==> src/rtl/intr_mod_pkg.sv <==
package intr_mod_pkg;
  localparam int unsigned INTV_W = 8;
  localparam int unsigned RES_W  = 8;
  typedef logic [INTV_W-1:0] intv_t;
  typedef logic [RES_W-1:0]  res_t;
endpackage

==> src/rtl/intr_mod_prescaler.sv <==
module intr_mod_prescaler
  import intr_mod_pkg::*;
#(
  parameter int unsigned BASE_DIV = 4
) (
  input  logic clk_i,
  input  logic rst_ni,
  input  res_t res_i,
  output logic tick_o
);
  localparam int unsigned BW = (BASE_DIV > 1) ? $clog2(BASE_DIV) : 1;
  localparam logic [BW-1:0] BMAX = BW'(BASE_DIV - 1);

  logic [BW-1:0] base_q;
  res_t          rcnt_q;
  logic          base_tick;

  assign base_tick = (base_q == BMAX);
  assign tick_o    = base_tick && (rcnt_q >= res_i);

  always_ff @(posedge clk_i or negedge rst_ni) begin
    if (!rst_ni) begin
      base_q <= '0;
      rcnt_q <= '0;
    end else begin
      base_q <= base_tick ? '0 : base_q + 1'b1;
      if (base_tick) rcnt_q <= (rcnt_q >= res_i) ? '0 : rcnt_q + 1'b1;
    end
  end

  generate
    if (BASE_DIV > 1) begin : g_spacing
      a_r1_tick_spacing: assert property (@(posedge clk_i) disable iff (!rst_ni)
        tick_o |=> !tick_o);
    end
  endgenerate
endmodule

==> src/rtl/intr_mod_lane.sv <==
module intr_mod_lane
  import intr_mod_pkg::*;
(
  input  logic  clk_i,
  input  logic  rst_ni,
  input  logic  tick_i,
  input  logic  intv_we_i,
  input  intv_t intv_i,
  input  logic  req_i,
  input  logic  flush_i,
  output logic  fire_o
);
  intv_t intv_q, timer_q;
  logic  held_q, fire_q;

  always_ff @(posedge clk_i or negedge rst_ni) begin
    if (!rst_ni) begin
      intv_q  <= '0;
      timer_q <= '0;
      held_q  <= 1'b0;
      fire_q  <= 1'b0;
    end else begin
      if (intv_we_i) intv_q <= intv_i;
      if (flush_i) begin
        fire_q  <= held_q | req_i;
        timer_q <= '0;
        held_q  <= 1'b0;
      end else if (timer_q == '0) begin
        fire_q <= held_q | req_i;
        if (held_q | req_i) begin
          timer_q <= intv_q;  // reload uses value before any same-cycle write
          held_q  <= 1'b0;
        end
      end else begin
        fire_q <= 1'b0;
        if (req_i) held_q <= 1'b1;
        if (tick_i) timer_q <= timer_q - 1'b1;
      end
    end
  end

  assign fire_o = fire_q;

  a_r3_passthru: assert property (@(posedge clk_i) disable iff (!rst_ni)
    (intv_q == '0 && timer_q == '0 && req_i) |=> fire_q);
  a_r4_quiet_while_counting: assert property (@(posedge clk_i) disable iff (!rst_ni)
    (timer_q != '0 && !flush_i) |=> !fire_q);
  a_r6_reload: assert property (@(posedge clk_i) disable iff (!rst_ni)
    (timer_q == '0 && !flush_i && (req_i || held_q)) |=> (fire_q && timer_q == $past(intv_q)));
  a_r7_flush_clears: assert property (@(posedge clk_i) disable iff (!rst_ni)
    flush_i |=> (timer_q == '0 && !held_q));
endmodule

==> src/rtl/intr_moderator.sv <==
module intr_moderator
  import intr_mod_pkg::*;
#(
  parameter int unsigned NUM_VEC  = 4,
  parameter int unsigned BASE_DIV = 4,
  localparam int unsigned LANES   = NUM_VEC + 1,
  localparam int unsigned ADDR_W  = $clog2(NUM_VEC + 2)
) (
  input  logic              clk_i,
  input  logic              rst_ni,
  input  logic              wr_en_i,
  input  logic [ADDR_W-1:0] wr_addr_i,
  input  logic [7:0]        wr_data_i,
  input  logic [NUM_VEC-1:0] req_i,
  input  logic              legacy_req_i,
  input  logic              flush_i,
  output logic [NUM_VEC-1:0] fire_o,
  output logic              legacy_fire_o
);
  res_t             res_q;
  logic             tick;
  logic [LANES-1:0] lane_req, lane_fire;

  always_ff @(posedge clk_i or negedge rst_ni) begin
    if (!rst_ni) res_q <= '0;
    else if (wr_en_i && wr_addr_i == '0) res_q <= res_t'(wr_data_i);
  end

  intr_mod_prescaler #(.BASE_DIV(BASE_DIV)) i_presc (
    .clk_i (clk_i),
    .rst_ni(rst_ni),
    .res_i (res_q),
    .tick_o(tick)
  );

  assign lane_req = {legacy_req_i, req_i};

  for (genvar k = 0; k < LANES; k++) begin : g_lane
    logic we;
    assign we = wr_en_i && (32'(wr_addr_i) == k + 1);
    intr_mod_lane i_lane (
      .clk_i    (clk_i),
      .rst_ni   (rst_ni),
      .tick_i   (tick),
      .intv_we_i(we),
      .intv_i   (intv_t'(wr_data_i)),
      .req_i    (lane_req[k]),
      .flush_i  (flush_i),
      .fire_o   (lane_fire[k])
    );
  end

  assign fire_o        = lane_fire[NUM_VEC-1:0];
  assign legacy_fire_o = lane_fire[NUM_VEC];

  a_r9_reset_quiet: assert property (@(posedge clk_i)
    !rst_ni |-> (lane_fire == '0));
endmodule

==> config.mk <==
export PLATFORM = sky130hd
export DESIGN_NAME = intr_moderator
export DESIGN_NICKNAME = d
export VERILOG_FILES = /design/src/rtl/intr_mod_pkg.sv /design/src/rtl/intr_mod_prescaler.sv /design/src/rtl/intr_mod_lane.sv /design/src/rtl/intr_moderator.sv
export SDC_FILE = /design/constraint.sdc
export NUM_CORES = 1
export LEC_CHECK = 0
export ABC_AREA = 1
export CAP_MARGIN = 30
export CELL_PAD_IN_SITES_DETAIL_PLACEMENT = 1
export CELL_PAD_IN_SITES_GLOBAL_PLACEMENT = 2
export CORE_UTILIZATION = 36
export DETAILED_ROUTE_END_ITERATION = 7
export GPL_TIMING_DRIVEN = 1
export PLACE_DENSITY = 0.85
export RECOVER_POWER = 50
export REMOVE_ABC_BUFFERS = 1
export SKIP_LAST_GASP = 1
export SYNTH_ARGS = -nofsm -noshare
export SYNTH_HDL_FRONTEND = slang
export SYNTH_SLANG_ARGS = --single-unit
==> constraint.sdc <==
create_clock -name clk_i -period 1.93 [get_ports clk_i]
set_input_delay 0.4825 -clock clk_i [delete_from_list [all_inputs] [get_ports clk_i]]
set_output_delay 0.4825 -clock clk_i [all_outputs]
set_load 0.03 [all_outputs]
==> results.toml <==
[sta]
fin_crit_ns = 1.85
hold_slack_ns = 0.214
hold_viol = 0
tns_ns = 0
max_slew_margin_pct = 45.8
rsz0062_at_grt = "true"
fin_skew_ns = 0.00642
fin_crit_sh_pct = 96.1
drv_slew = 0
setup-violations-final = 0
worst_pin_slew_ns = 0.814
timing.fmax_ghz = 0.539

[cts]
cts_max_level = 3
cts-hold-fix-buffers = 0
cts_sinks = 108
clk_pin_slew_ns = 0.07
cts_buffer_depth = 2
cts_tree = "yes"
cts.root.buffer_cell = "clkbuf_16"
clk-insertion-delay-late_ns = 0.35
cts_buffers = 9

[placed_design]
dp_cells = 1000
hpwl_um = 11000
gp_congestion = 0.826
port_buffers = 24

[drt]
ant_nets = 0
drt-pass1-iter-count = 4
viasPerCell = 4.73
vias = 4824
drt_iter0_drc = 168
wire_per_inst_um = 14.2
wirelength_um = 14500
drc_errors = 0

[floorplanning]
die_area_mm2 = 0.0164
die_h_um = 128
start_util_pct = 37.3
rows = 45
io_pins = 25
die_x_um = 128
placeableCoreArea_mm2 = 0.0154

[logic_synthesis]
ys_warn_count = 0
syn-cell-area_mm2 = 0.00574
syn_inst = 737
ys_seq_elements = 108
yosysSeqAreaShare_pct = 47.1
syn_avg_cell_area_um2 = 7.79
synth_cell_type_count = 30

[global_route]
grt_usage_pct = 19.2
grt_overflow_total = 0
grt_pass1_wl_um = 24600
grt_max_degree = 46
antenna_found_initial = 0
grt_pass1_vias = 5078

[worst_setup_path]
critPathMaxFanout = 7
arrival_ns = 2.10
cp.required_ns = 2.17
start_kind = "register"
crit_path_end_kind = "register"
path_class = "register to register"

[pwr]
power.total_w = 0.0100
max-vdd-ir-drop_v = 0.000450
powerDensity_mw_per_mm2 = 1430
p_leak_nw = 3.62

[cells_and_area]
area_delta_synth_final_pct = 21.7
stdcell_count = 1020
final_common_cell = "nand2_1"
drive_gt1_share_pct = 13.8
fillers = 1885
final_cell_mix = "272 x nand2_1, 108 x dfrtp_1, 74 x inv_1"
fin_nets = 844
num_antenna_cells = 0

[outcome]
status = "finished clean"

[min_path]
hold_class = "input port to asynchronous set/reset pin"

[job]
maxCapViolCount = 0
-- metrics by stage --
| stage | util, % | area (um^2) | worst slack, ns |
|---|---|---|---|
| after floorplan | - | 5660 | 0.0856 |
| after global placement | 42.4 | 6520 | -0.118 |
| after detailed placement | 42.4 | 6520 | -0.183 |
| after CTS | 44.4 | 6830 | 0.00710 |
| after global routing | 45.4 | 6990 | -0.0733 |
| final | 45.4 | 6990 | 0.0757 |
-- cells by family after synthesis --
| logic type | after synthesis | share of synthesized area, % |
|---|---|---|
| compound gates | 67 | 5.91 |
| fa+ha+maj | 20 | 4.36 |
| simple gates | 414 | 31.0 |
| buf+inv | 96 | 6.72 |
| flops | 108 | 47.1 |
| xor+xnor | 32 | 4.88 |
-- routing by layer --
metal  up-vias  GRT usage [%]  wire length [um]
met5         -              0                 0
met4         0           6.99               222
met3        13           2.13               224
met2        35           32.7              7190
met1      2342           25.0              6900
li1       2434              -                 -
-- final cells by class --
cell class	count	area (um^2)	share of cell area, %
Multi-Input combinational cell	534	2800	40.1
Sequential cell	108	2700	38.7
Timing Repair Buffer	69	603	8.63
Inverter	82	310	4.44
Tap cell	211	264	3.78
Clock buffer	10	239	3.42
Clock inverter	6	63.8	0.913
-- report_power, final --
group	total (W)	switching, W	internal [W]	leakage, nW
Clock	0.00190	0.000859	0.00104	0.144
Combinational	0.00477	0.00287	0.00191	2.10
Sequential	0.00334	0.000438	0.00290	1.38
-- state kept, by name, summed over array words and instances, names as in the netlist --
name and cells:
g_lane.i_lane.intv_q 40, g_lane.i_lane.timer_q 40, i_presc.rcnt_q 8, res_q 8
g_lane.i_lane.fire_o 5, g_lane.i_lane.held_q 5, i_presc.base_q 2
-- Yosys cell counts, drive strengths merged --
master	count	share of area (%)
inv	82	5.4
buf	7	0.89
xor2	31	4.7
and3	2	0.22
nand3	46	4.3
nor2	46	3.6
a21oi	6	0.52
a31oi	1	0.11
o21ai	59	5.1
nor3	16	1.7
xnor2	1	0.15
o21a	1	0.13
ha	20	4.4
clkbuf	7	0.46
nor3b	1	0.33
and2	1	0.11
dfrtp	108	47
nand4	6	0.65
nand2	296	20
-- worst paths after layout --
check                                       start                          end  slack [ns]  cells past startpoint
min in group clk_i              i_presc.base_q[0]            i_presc.base_q[0]        0.43                      1
worst max register to register           res_q[3]  g_lane[3].i_lane.timer_q[1]        0.08                     14
worst min register to register  i_presc.base_q[0]            i_presc.base_q[0]        0.43                      1
max in group asynchronous                  rst_ni   g_lane[2].i_lane.intv_q[3]        0.53                      2
worst max-delay path                     res_q[3]  g_lane[3].i_lane.timer_q[1]        0.08                     14
worst min-delay path                       rst_ni      g_lane[0].i_lane.fire_o        0.21                      1
-- worst max-delay path, stage by stage, from the launching register on --
cell	delay, ns
dfrtp_1	0.35
inv_1	0.05
ha_1	0.30
nand2_1	0.07
nand2_1	0.05
nor2_1	0.10
nand2_1	0.06
nand2_1	0.07
nand2_2	0.07
nand2_2	0.08
buf_12	0.15
nand3_4	0.10
buf_4	0.16
nand3_1	0.07
nand2_1	0.06
-- timing repair --
item | CTS | global route
endpoints found under the setup margin | 18 | 40
pin swaps | 1 | 13
gates resized for setup | 2 | 40
gates cloned | 0 | 2
setup buffers | 1 | 1
No activity file was read; power rests on OpenSTA's default activity.
